$ cat config.mk
export PLATFORM = sky130hd
export DESIGN_NAME = range_reg_sequencer
export DESIGN_NICKNAME = d
export VERILOG_FILES = /design/src/rtl/rrs_pkg.sv /design/src/rtl/rrs_masked_cmp.sv /design/src/rtl/rrs_item_sel.sv /design/src/rtl/range_reg_sequencer.sv
export SDC_FILE = /design/constraint.sdc
export NUM_CORES = 1
export LEC_CHECK = 0
export BUFFER_PORTS_ARGS = -buffer_cell sky130_fd_sc_hd__buf_2
export CORE_AREA = 5 5 742 744
export DETAILED_ROUTE_END_ITERATION = 10
export DIE_AREA = 0 0 747 749
export RECOVER_POWER = 50
export SYNTH_ARGS = -nofsm -noshare
export SYNTH_HDL_FRONTEND = slang
export SYNTH_HIERARCHICAL = 1
export SYNTH_SLANG_ARGS = --single-unit
$ cat constraint.sdc
create_clock -name clk -period 6.5 [get_ports clk]
set_input_delay 0.65 -clock clk [delete_from_list [all_inputs] [get_ports clk]]
set_output_delay 0.65 -clock clk [all_outputs]
set_load 0.01 [all_outputs]
$ cat src/rtl/rrs_pkg.sv
package rrs_pkg;

   localparam int FIX_REGS = 11;

   localparam logic [31:0] BASE_LO_CARE = 32'hFFFF_F0FF;
   localparam logic [31:0] MASK_LO_CARE = 32'hFFFF_F800;
   localparam logic [63:0] DEF_FIELDS   = 64'h0000_0000_0000_0CFF;

   typedef enum logic [2:0] {
      OP_CD_SET      = 3'd0,
      OP_CACHE_FLUSH = 3'd1,
      OP_PG_CLR      = 3'd2,
      OP_TLB_FLUSH   = 3'd3,
      OP_CD_CLR      = 3'd4,
      OP_PG_SET      = 3'd5
   } rrs_op_e;

   typedef enum logic [3:0] {
      S_IDLE,
      S_CD_SET,
      S_CFLUSH,
      S_PG_CLR,
      S_TLB_IN,
      S_SAVE_RD,
      S_DIS_WR,
      S_ITEM_RD,
      S_ITEM_WR,
      S_DEF_UPD,
      S_TLB_OUT,
      S_RESTORE_WR,
      S_CD_CLR,
      S_PG_SET,
      S_DONE
   } rrs_state_e;

endpackage

$ cat src/rtl/rrs_masked_cmp.sv
module rrs_masked_cmp #(
   parameter int W = 64
) (
   input  logic [W-1:0] a,
   input  logic [W-1:0] b,
   input  logic [W-1:0] care,
   output logic         differ
);
   assign differ = |((a ^ b) & care);
endmodule

$ cat src/rtl/rrs_item_sel.sv
module rrs_item_sel
   import rrs_pkg::*;
#(
   parameter int          NVAR      = 8,
   parameter int          AW        = 12,
   parameter int          PA_BITS   = 36,
   parameter int unsigned VAR_ADDR0 = 'h100,
   parameter int unsigned FIX_ADDR0 = 'h140,
   parameter int          IW        = 5
) (
   input  logic [IW-1:0]          idx,
   input  logic [NVAR*64-1:0]     shadow_var_base,
   input  logic [NVAR*64-1:0]     shadow_var_mask,
   input  logic [FIX_REGS*64-1:0] shadow_fix,
   output logic [AW-1:0]          addr,
   output logic [63:0]            value,
   output logic [63:0]            care,
   output logic                   is_fixed
);
   localparam int NVREG  = 2 * NVAR;
   localparam int NITEMS = NVREG + FIX_REGS;
   localparam int NSLOT  = 1 << IW;
   localparam logic [31:0] HI_CARE = 32'((64'd1 << (PA_BITS - 32)) - 64'd1);

   logic [AW-1:0] addr_a  [NSLOT];
   logic [63:0]   val_a   [NSLOT];
   logic [63:0]   care_a  [NSLOT];
   logic          fixed_a [NSLOT];

   for (genvar i = 0; i < NVAR; i++) begin : g_var
      assign addr_a[2*i]    = AW'(VAR_ADDR0 + 2*i);
      assign val_a[2*i]     = shadow_var_base[i*64 +: 64];
      assign care_a[2*i]    = {HI_CARE, BASE_LO_CARE};
      assign fixed_a[2*i]   = 1'b0;
      assign addr_a[2*i+1]  = AW'(VAR_ADDR0 + 2*i + 1);
      assign val_a[2*i+1]   = shadow_var_mask[i*64 +: 64];
      assign care_a[2*i+1]  = {HI_CARE, MASK_LO_CARE};
      assign fixed_a[2*i+1] = 1'b0;
   end

   for (genvar k = 0; k < FIX_REGS; k++) begin : g_fix
      assign addr_a[NVREG+k]  = AW'(FIX_ADDR0 + k);
      assign val_a[NVREG+k]   = shadow_fix[k*64 +: 64];
      assign care_a[NVREG+k]  = '1;
      assign fixed_a[NVREG+k] = 1'b1;
   end

   for (genvar p = NITEMS; p < NSLOT; p++) begin : g_pad
      assign addr_a[p]  = '0;
      assign val_a[p]   = '0;
      assign care_a[p]  = '0;
      assign fixed_a[p] = 1'b0;
   end

   assign addr     = addr_a[idx];
   assign value    = val_a[idx];
   assign care     = care_a[idx];
   assign is_fixed = fixed_a[idx];
endmodule

$ cat src/rtl/range_reg_sequencer.sv
module range_reg_sequencer
   import rrs_pkg::*;
#(
   parameter int          NVAR      = 8,
   parameter int          AW        = 12,
   parameter int          PA_BITS   = 36,
   parameter int unsigned VAR_ADDR0 = 'h100,
   parameter int unsigned FIX_ADDR0 = 'h140,
   parameter int unsigned DEF_ADDR  = 'h1F0
) (
   input  logic                   clk,
   input  logic                   rst_n,
   input  logic                   start,
   input  logic                   has_fixed,
   input  logic                   has_pge,
   input  logic [7:0]             want_type,
   input  logic [1:0]             want_en,
   input  logic [NVAR*64-1:0]     shadow_var_base,
   input  logic [NVAR*64-1:0]     shadow_var_mask,
   input  logic [FIX_REGS*64-1:0] shadow_fix,
   output logic                   reg_req,
   output logic                   reg_we,
   output logic [AW-1:0]          reg_addr,
   output logic [63:0]            reg_wdata,
   input  logic                   reg_ack,
   input  logic [63:0]            reg_rdata,
   output logic                   cmd_req,
   output logic [2:0]             cmd_op,
   input  logic                   cmd_ack,
   output logic                   busy,
   output logic                   done,
   output logic [2:0]             chg_mask
);
   localparam int NVREG  = 2 * NVAR;
   localparam int NITEMS = NVREG + FIX_REGS;
   localparam int IW     = $clog2(NITEMS);

   if (NVAR < 1 || NVAR > 64) begin : g_bad_nvar
      $error("NVAR must be in 1..64");
   end
   if (PA_BITS < 33 || PA_BITS > 63) begin : g_bad_pa
      $error("PA_BITS must be in 33..63");
   end
   if (AW < 4 || AW > 32) begin : g_bad_aw
      $error("AW must be in 4..32");
   end

   rrs_state_e    state;
   logic [IW-1:0] idx;
   logic [63:0]   saved;
   logic          fix_en, pg_en;
   logic [AW-1:0] item_addr;
   logic [63:0]   item_val, item_care;
   logic          item_fixed, item_differ, def_differ;
   logic [63:0]   def_want;
   logic          last_item;
   rrs_op_e       op_now;

   rrs_item_sel #(
      .NVAR(NVAR), .AW(AW), .PA_BITS(PA_BITS),
      .VAR_ADDR0(VAR_ADDR0), .FIX_ADDR0(FIX_ADDR0), .IW(IW)
   ) i_item_sel (
      .idx(idx),
      .shadow_var_base(shadow_var_base),
      .shadow_var_mask(shadow_var_mask),
      .shadow_fix(shadow_fix),
      .addr(item_addr),
      .value(item_val),
      .care(item_care),
      .is_fixed(item_fixed)
   );

   rrs_masked_cmp #(.W(64)) i_item_cmp (
      .a(reg_rdata), .b(item_val), .care(item_care), .differ(item_differ)
   );

   assign def_want = {52'd0, want_en, 2'b00, want_type};

   rrs_masked_cmp #(.W(64)) i_def_cmp (
      .a(saved), .b(def_want), .care(DEF_FIELDS), .differ(def_differ)
   );

   assign last_item = (idx == IW'(NITEMS - 1)) ||
                      ((idx == IW'(NVREG - 1)) && !fix_en);

   always_ff @(posedge clk) begin
      if (!rst_n) begin
         state    <= S_IDLE;
         idx      <= '0;
         saved    <= '0;
         fix_en   <= 1'b0;
         pg_en    <= 1'b0;
         chg_mask <= '0;
      end else begin
         case (state)
            S_IDLE: if (start) begin
               state    <= S_CD_SET;
               idx      <= '0;
               chg_mask <= '0;
               fix_en   <= has_fixed;
               pg_en    <= has_pge;
            end
            S_CD_SET:  if (cmd_ack) state <= S_CFLUSH;
            S_CFLUSH:  if (cmd_ack) state <= pg_en ? S_PG_CLR : S_TLB_IN;
            S_PG_CLR:  if (cmd_ack) state <= S_TLB_IN;
            S_TLB_IN:  if (cmd_ack) state <= S_SAVE_RD;
            S_SAVE_RD: if (reg_ack) begin
               saved <= reg_rdata;
               state <= S_DIS_WR;
            end
            S_DIS_WR:  if (reg_ack) state <= S_ITEM_RD;
            S_ITEM_RD: if (reg_ack) begin
               if (item_differ)    state <= S_ITEM_WR;
               else if (last_item) state <= S_DEF_UPD;
               else begin
                  idx   <= idx + 1'b1;
                  state <= S_ITEM_RD;
               end
            end
            S_ITEM_WR: if (reg_ack) begin
               if (item_fixed) chg_mask[1] <= 1'b1;
               else            chg_mask[0] <= 1'b1;
               if (last_item) state <= S_DEF_UPD;
               else begin
                  idx   <= idx + 1'b1;
                  state <= S_ITEM_RD;
               end
            end
            S_DEF_UPD: begin
               if (def_differ) begin
                  saved       <= (saved & ~DEF_FIELDS) | def_want;
                  chg_mask[2] <= 1'b1;
               end
               state <= S_TLB_OUT;
            end
            S_TLB_OUT:    if (cmd_ack) state <= S_RESTORE_WR;
            S_RESTORE_WR: if (reg_ack) state <= S_CD_CLR;
            S_CD_CLR:     if (cmd_ack) state <= pg_en ? S_PG_SET : S_DONE;
            S_PG_SET:     if (cmd_ack) state <= S_DONE;
            S_DONE:       state <= S_IDLE;
            default:      state <= S_IDLE;
         endcase
      end
   end

   always_comb begin
      cmd_req = 1'b1;
      op_now  = OP_CD_SET;
      case (state)
         S_CD_SET:  op_now = OP_CD_SET;
         S_CFLUSH:  op_now = OP_CACHE_FLUSH;
         S_PG_CLR:  op_now = OP_PG_CLR;
         S_TLB_IN,
         S_TLB_OUT: op_now = OP_TLB_FLUSH;
         S_CD_CLR:  op_now = OP_CD_CLR;
         S_PG_SET:  op_now = OP_PG_SET;
         default:   cmd_req = 1'b0;
      endcase
   end
   assign cmd_op = op_now;

   always_comb begin
      reg_req   = 1'b0;
      reg_we    = 1'b0;
      reg_addr  = AW'(DEF_ADDR);
      reg_wdata = '0;
      case (state)
         S_SAVE_RD: reg_req = 1'b1;
         S_DIS_WR: begin
            reg_req   = 1'b1;
            reg_we    = 1'b1;
            reg_wdata = saved & ~DEF_FIELDS;
         end
         S_ITEM_RD: begin
            reg_req  = 1'b1;
            reg_addr = item_addr;
         end
         S_ITEM_WR: begin
            reg_req   = 1'b1;
            reg_we    = 1'b1;
            reg_addr  = item_addr;
            reg_wdata = item_val;
         end
         S_RESTORE_WR: begin
            reg_req   = 1'b1;
            reg_we    = 1'b1;
            reg_wdata = saved;
         end
         default: ;
      endcase
   end

   assign busy = (state != S_IDLE);
   assign done = (state == S_DONE);

   p_cmd_first_r1: assert property (@(posedge clk) disable iff (!rst_n)
      $rose(busy) |-> (cmd_req && cmd_op == 3'd0 && !reg_req));

   p_cmd_hold_r1: assert property (@(posedge clk) disable iff (!rst_n)
      (cmd_req && !cmd_ack) |=> (cmd_req && $stable(cmd_op)));

   p_req_hold_r3: assert property (@(posedge clk) disable iff (!rst_n)
      (reg_req && !reg_ack) |=>
         (reg_req && $stable(reg_we) && $stable(reg_addr) && $stable(reg_wdata)));

   p_done_pulse_r10: assert property (@(posedge clk) disable iff (!rst_n)
      done |=> (!done && !busy));

   p_mask_settled_r9: assert property (@(posedge clk) disable iff (!rst_n)
      (busy && done) |-> $stable(chg_mask));

   p_quiet_idle_r11: assert property (@(posedge clk) disable iff (!rst_n)
      !busy |-> (!reg_req && !cmd_req));
endmodule

==> results.py, run 1 <==
metrics = {
    "outcome": {
        "status": "finished, violations left",
        "violations": "max-capacitance violations, max-slew violations",
    },
    "cts": {
        "clkSinkCount": 78,
        "clock_path_buffers": 2,
        "clock_latency_ns": 0.44,
        "cts_root_buf": "clkbuf_16",
        "cts_hold_buf": 0,
        "cts_tree": "done",
        "clkSlewWorstSetupHoldPaths_ns": 0.10,
        "h-tree-depth": 3,
        "cts_made_buffers": 9,
    },
    "worst_hold_path": {
        "hold_path_depth": 3,
        "hp-start": "reg_rdata[39]",
        "hold_class": "input pin to flop",
        "hold_end": "saved[39]$_SDFFE_PN0P_",
    },
    "timing": {
        "final_max_slew_viol_count": 109,
        "finalSetupViolCount": 0,
        "slew_headroom": -1.03,
        "tns_ns": 0,
        "worstMarginPinSlew_ns": 3.05,
        "finClkSkew_ns": 0.0170,
        "rsz0062_at_grt": "no",
        "setup_ws_ns": 0.500,
        "fin_crit_ns": 6.00,
        "period_share": 0.923,
        "hold_viol_final": 0,
        "max_freq_ghz": 0.167,
    },
    "critical_path": {
        "slowest_delay_ns": 0.54,
        "crit_type": "flop to flop",
        "crit_path_end_kind": "flop",
        "crit_chain": "buf_12 -> buf_12 -> buf_4 -> mux2i_1 -> a2bb2oi_1 -> o211ai_1 -> a211o_1 -> xor2_1 -> a22oi_1 -> nand4_1 -> nor4_2 -> buf_4 -> nand2_1 -> or3_1 -> a221oi_4 -> nand4_1 -> xor2_1 -> nor2_1",
        "worstRegToRegCells": 18,
        "cp.arrival_ns": 6.32,
        "cp-start-kind": "flop",
        "crit_slowest_cell": "a2bb2oi_1",
        "reg2reg_from": "idx[1]$_SDFFE_PN0P_",
        "critPathMaxFanout": 56,
        "cp.required_ns": 6.82,
        "reg2reg_setup_slack_ns": 0.50,
        "r2r_end": "idx[3]$_SDFFE_PN0P_",
    },
    "synth": {
        "synth_edf_count": 0,
        "syn_area_um2": 21100,
        "ys_ff_latch": 78,
        "synth_top_area_frac": 0.161,
        "yosysSeqAreaShare": 0.0742,
        "synth_compound_area_frac": 0.255,
        "ys_types": 58,
        "synth_area_leader_cell": "mux2_2",
        "muxShareOfSynthArea": 0.416,
        "synthAdderAreaFrac": 0.00178,
        "synthArstFlopShare": 0,
        "postSynthAreaPerCell_um2": 8.69,
        "synth-xor-area-share": 0.0553,
        "ys_top_cells_by_area": "mux2_2 (16%), mux4_2 (16%), mux2i_1 (9.6%), dfxtp_1 (7.4%), xor2_1 (5.5%)",
        "yosys_warnings": 6,
        "synth_most_common_cell": "mux2_2",
        "ys.flop_type": "dfxtp_1",
        "synthCells": 2423,
        "synth_commonest_cells": "mux2_2 (301), nand2_1 (221), mux2i_1 (202), o22ai_1 (173), mux4_2 (149)",
        "synth-simple-area-share": 0.112,
        "synth_top_family_by_area": "multiplexers",
    },
    "power_and_ir_drop": {
        "cellInternalPower_mw": 4.67,
        "p_sw_mw": 7.89,
        "power.leakage_nw": 15.4,
        "p_per_area_nw_per_um2": 302,
        "vdd_drop_max_mv": 0.169,
        "switching_share": 0.628,
        "pwr-share-clk": 0.048,
        "power_frac_seq": 0.049,
        "p_comb_frac": 0.903,
    },
    "global_routing": {
        "antenna_found_initial": 674,
        "met1_usage": 0.159,
        "globalRoute.totalOverflow": 0,
        "use_met2": 0.259,
        "busiest_layer": "met2",
        "grtUsageMet3": 0.0730,
        "grt_start_max_net_pins": 68,
        "grt_pass1_vias": 30700,
        "track_usage": 0.150,
        "grt_pass1_wl_um": 504000,
    },
    "final_layout": {
        "seq_area_um2": 1580,
        "stdcell_count": 12000,
        "num-fill-cells": 64000,
        "final_cell_area_um2": 41600,
        "num-nets-final": 6114,
        "post_route_cells_drive_above_1_share": 0.596,
        "multi_input_area_um2": 18400,
        "area_growth_pct": 97.7,
    },
    "run": {
        "cap_viol_max_count": 4,
    },
    "placed_design": {
        "io_buffers": 1892,
        "placed_area_um2": 40300,
        "pre_cts_ws_ns": -0.536,
        "dpl.hpwl_um": 414000,
        "place_inst": 11500,
        "place_congestion": 0.971,
    },
    "routing": {
        "vias_per_cell": 2.81,
        "dr.pass1.iters": 6,
        "drc": 0,
        "ant_nets": 0,
        "wl_per_cell_um": 37.0,
        "wl_um": 442000,
        "routed-via-count": 33600,
        "drtIter0Drc": 3093,
    },
    "die": {
        "rows": 271,
        "io-pin-count": 1896,
        "fp.dieW_um": 747,
        "die_area_um2": 560000,
        "coreArea_um2": 543000,
        "die_y_um": 749,
        "start_util": 0.0388,
    },
}
-- area by class of cell --
type,instances,area share
sequential,78,0.0380
antenna,419,0.0252
clock inverter,7,0.00177
timing repair buffer,2067,0.270
multi-input combinational,2138,0.441
inverter,8,0.000722
tap,7234,0.218
clock buffer,9,0.00541
-- worst max-delay path: cells and delay by family, from the launching register on --
| kind | cells | cell delay (ns) |
|---|---|---|
| AND/OR/NAND/NOR | 6 | 1.56 |
| XOR/XNOR | 2 | 0.33 |
| flip-flops | 1 | 0.43 |
| buffers and inverters | 4 | 1.00 |
| multiplexers | 1 | 0.31 |
| AO/OA/AOI/OAI | 5 | 2.00 |
-- cells in the final DEF (no fill, tap or decap), drive strengths merged, types with 43 or more instances in the layout --
master   synthesis  routed
nor3            92      92
o22ai          174     174
xor2           131     131
a22o            64      64
dfxtp           78      78
conb             3     124
mux4           149     149
nor2b           54      54
o211ai          44      44
a211o           64      64
nor2            43      43
a211oi          66      66
diode            0     419
nand2          221     221
o21ai           75      75
a2bb2oi         65      65
mux2i          202     202
a22oi           64      64
a21boi          60      60
buf            224    2057
mux2           301     301
-- cell families (layout without fill, tap and decap cells) --
group / count (synthesis) / count (layout)
adder cells (fa/ha/maj): 3 / 3
AND/OR/NAND/NOR: 499 / 499
other: 3 / 543
AO/OA/AOI/OAI: 727 / 727
flip-flops: 78 / 78
XOR/XNOR: 133 / 133
multiplexers: 652 / 652
buffers and inverters: 328 / 2091
-- state kept, by name (all words and copies together) (netlist names) --
name	count
saved	64
idx	5
state	4
chg_mask	3
fix_en	1
pg_en	1
-- per-layer routing --
layer | wire, um | share of wire
met5 | 2110 | 0.0048
met4 | 19400 | 0.044
met3 | 52000 | 0.12
met2 | 211000 | 0.48
met1 | 157000 | 0.36
-- per-stage QoR --
stage               power (mW)  utilization  hold slack (ns)
global route              13.3       0.0761            0.451
finish                    12.6       0.0766            0.477
CTS                       13.2       0.0747            0.427
detailed placement        12.5       0.0741            0.467
floorplan                 5.77            -            0.468
global placement          12.3       0.0740            0.453
-- power by group through the flow --
stage / Clock, mW / Sequential (mW) / Combinational [mW]
4_1_cts: 0.628 / 0.619 / 11.9
3_3_place_gp: 0 / 0.626 / 11.7
6_report: 0.600 / 0.619 / 11.3
5_1_grt: 0.638 / 0.625 / 12.0
2_1_floorplan: 0 / 0.540 / 5.23
3_5_place_dp: 0 / 0.630 / 11.8
-- repair_timing --
item                       in CTS  in global routing
pin swaps                       2                  3
gates resized for setup         1                  2
setup endpoints to repair       5                  2
buffers inserted                4                  0
-- worst max path at each step --
stage	startpoint	endpoint	slack (ns)	cells past startpoint
floorplan	idx[0]$_SDFFE_PN0P_	state[1]$_SDFFE_PN0P_	1.95	17
global placement	idx[2]$_SDFFE_PN0P_	idx[3]$_SDFFE_PN0P_	-0.55	17
detailed placement	idx[2]$_SDFFE_PN0P_	idx[3]$_SDFFE_PN0P_	-0.54	17
CTS	idx[2]$_SDFFE_PN0P_	idx[3]$_SDFFE_PN0P_	0.03	17
global route	idx[1]$_SDFFE_PN0P_	idx[3]$_SDFFE_PN0P_	0.09	15
finish	idx[1]$_SDFFE_PN0P_	idx[3]$_SDFFE_PN0P_	0.50	18
Power figures use the tool's default switching activity.
==> inputs of run 2 (changes only) <==
==> constraint.sdc (replaced) <==
create_clock -name clk -period 6.5 [get_ports clk]
set_input_delay 0.65 -clock clk [delete_from_list [all_inputs] [get_ports clk]]
set_output_delay 0.65 -clock clk [all_outputs]
set_load 0.005 [all_outputs]
==> run 2 against run 1 <==
Effect of this change: the flow still finishes with violations (max-capacitance violations, max-slew violations); via count shrank 0.18%; combinational power barely moved; clock power decreased by 4.2%; first-iteration DRC count grew 4.0%; non-clock buffer count unchanged; sequential power fell by 0.6%; flip-flop and latch count is the same; worst setup slack worse by 0.12 ns; cell count fell by 0.67%; critical path type unchanged; critical endpoint unchanged; largest cell class unchanged.
==> results.py, run 2 (synthesized netlist as in run 1, its figures left out) <==
metrics = {
    "outcome": {
        "status": "finished, violations left",
        "violations": "max-capacitance violations, max-slew violations",
    },
    "global_routing": {
        "antenna_found_initial": 673,
        "globalRoute.totalOverflow": 0,
        "grt_pass1_wl_um": 503000,
        "grt_start_max_net_pins": 68,
        "grt_pass1_vias": 30600,
        "track_usage": 0.150,
    },
    "critical_path": {
        "cp.buffers_inverters": 4,
        "cp.arrival_ns": 6.42,
        "cp-start-kind": "flop",
        "crit_type": "flop to flop",
        "crit_slowest_cell": "a2bb2oi_1",
        "crit_path_end_kind": "flop",
        "slowest_delay_ns": 0.55,
        "crit_chain": "buf_12 -> buf_12 -> buf_4 -> mux2i_1 -> a2bb2oi_1 -> o211ai_1 -> a211o_1 -> xor2_1 -> a22oi_1 -> nand4_1 -> nor4_2 -> buf_4 -> nand2_1 -> or3_1 -> a221oi_4 -> nand4_1 -> xor2_1 -> nor2_1",
        "critPathMaxFanout": 56,
        "critPathTopFamily": "compound AO/OA/AOI/OAI gates",
        "cp.required_ns": 6.80,
    },
    "final_layout": {
        "largest_registers": "saved (64), idx (5), state (4)",
        "num-nets-final": 6114,
        "largest_register_ffs": 64,
        "post_route_cells_drive_above_1_share": 0.597,
        "regMostFlops": "saved",
        "final_cell_area_um2": 41400,
        "layout_common_cells": "buf_2 (1,881), mux2_2 (301), nand2_1 (220)",
        "area_growth_pct": 96.7,
        "final_common_cell": "buf_2",
    },
    "routing": {
        "wl_per_cell_um": 37.1,
        "drtIter0Drc": 3218,
        "wl_um": 441000,
        "dr.pass1.iters": 5,
        "drc": 0,
        "vias_per_cell": 2.83,
        "routed-via-count": 33600,
        "ant_nets": 0,
    },
    "power_and_ir_drop": {
        "power.leakage_nw": 15.4,
        "vdd_drop_max_mv": 0.222,
        "p_per_area_nw_per_um2": 301,
        "total_power_mw": 12.5,
    },
    "placed_design": {
        "placed_area_um2": 40300,
        "io_buffers": 1892,
        "dpl.hpwl_um": 414000,
        "place_congestion": 0.971,
    },
    "timing": {
        "slew_headroom": -1.11,
        "finalSetupViolCount": 0,
        "fin_crit_ns": 6.12,
        "hold_viol_final": 0,
        "period_share": 0.942,
        "finClkSkew_ns": 0.00938,
        "max_freq_ghz": 0.163,
        "worstMarginPinSlew_ns": 3.17,
        "rsz0062_at_grt": "no",
        "tns_ns": 0,
        "final_max_slew_viol_count": 107,
    },
    "cts": {
        "cts_root_buf": "clkbuf_16",
        "clkSlewWorstSetupHoldPaths_ns": 0.08,
        "clock_path_buffers": 2,
        "cts_made_buffers": 9,
        "cts_tree": "done",
        "clkSinkCount": 78,
        "cts_hold_buf": 0,
        "h-tree-depth": 3,
        "clock_latency_ns": 0.41,
    },
    "die": {
        "coreArea_um2": 543000,
        "die_y_um": 749,
        "fp.dieW_um": 747,
        "die_area_um2": 560000,
        "start_util": 0.0388,
        "io-pin-count": 1896,
        "rows": 271,
    },
    "worst_hold_path": {
        "hold_class": "flop to flop",
    },
    "run": {
        "cap_viol_max_count": 4,
    },
}
[run 2: cell types whose count changed in the layout (fill, tap and decap cells not counted), sizes merged]
cell | before | now
diode | 419 | 339
clkinv | 2 | 0
clkinvlp | 0 | 1
inv | 13 | 14
[run 2: final cells by class]
type,instances,area [um^2]
clock buffers,9,225
well taps,7234,9050
fillers,63900,502000
flip-flops and latches,78,1580
multi-input cells,2138,18400
inverters,8,30.0
diodes,339,848
clock inverters,7,60.1
repair buffers,2067,11200
[run 2: what timing repair did]
| item | 4_1_cts | 5_1_grt |
|---|---|---|
| endpoints found under the hold margin | 0 | 0 |
| setup endpoints to repair | 5 | 1 |
| buffers inserted | 3 | 0 |
| pin swaps | 3 | 2 |
| gates resized for setup | 3 | 2 |
[run 2: metrics by stage]
stage | std cells | hold slack (ns) | util | setup WS [ns]
after CTS | 11500 | 0.448 | 0.0747 | 0.0304
after global placement | 11500 | 0.454 | 0.0740 | -0.541
after detailed placement | 11500 | 0.468 | 0.0741 | -0.543
final | 11900 | 0.487 | 0.0762 | 0.378
after global routing | 11800 | 0.469 | 0.0758 | 0.0465
after floorplan | 2544 | 0.460 | - | 1.95
[run 2: final timing paths]
kind | endpoint | cells after the start | slack, ns | from
min | chg_mask[2]$_SDFFE_PN0P_ | 2 | 0.49 | chg_mask[2]$_SDFFE_PN0P_
min reg2reg | chg_mask[2]$_SDFFE_PN0P_ | 2 | 0.49 | chg_mask[2]$_SDFFE_PN0P_
max | idx[3]$_SDFFE_PN0P_ | 18 | 0.38 | idx[1]$_SDFFE_PN0P_
max reg2reg | idx[3]$_SDFFE_PN0P_ | 18 | 0.38 | idx[1]$_SDFFE_PN0P_
[run 2: tightest hold or removal path, cell delays in order, from the launching register on]
cell and delay (ns):
dfxtp_1 0.32, nand2_1 0.05, a21boi_0 0.07
[run 2: routing by layer]
layer  vias to the layer above  GRT usage  part of all wire
met2                      2937      0.260              0.48
met5                         -    0.00197            0.0047
met4                       324     0.0453             0.038
li1                      13500          -                 -
met3                      1076     0.0737              0.12
met1                     15700      0.159              0.36
[run 2: power by group]
part           switching, mW  internal, mW
logic                   7.38          3.89
clock network          0.307         0.268
registers              0.106         0.509
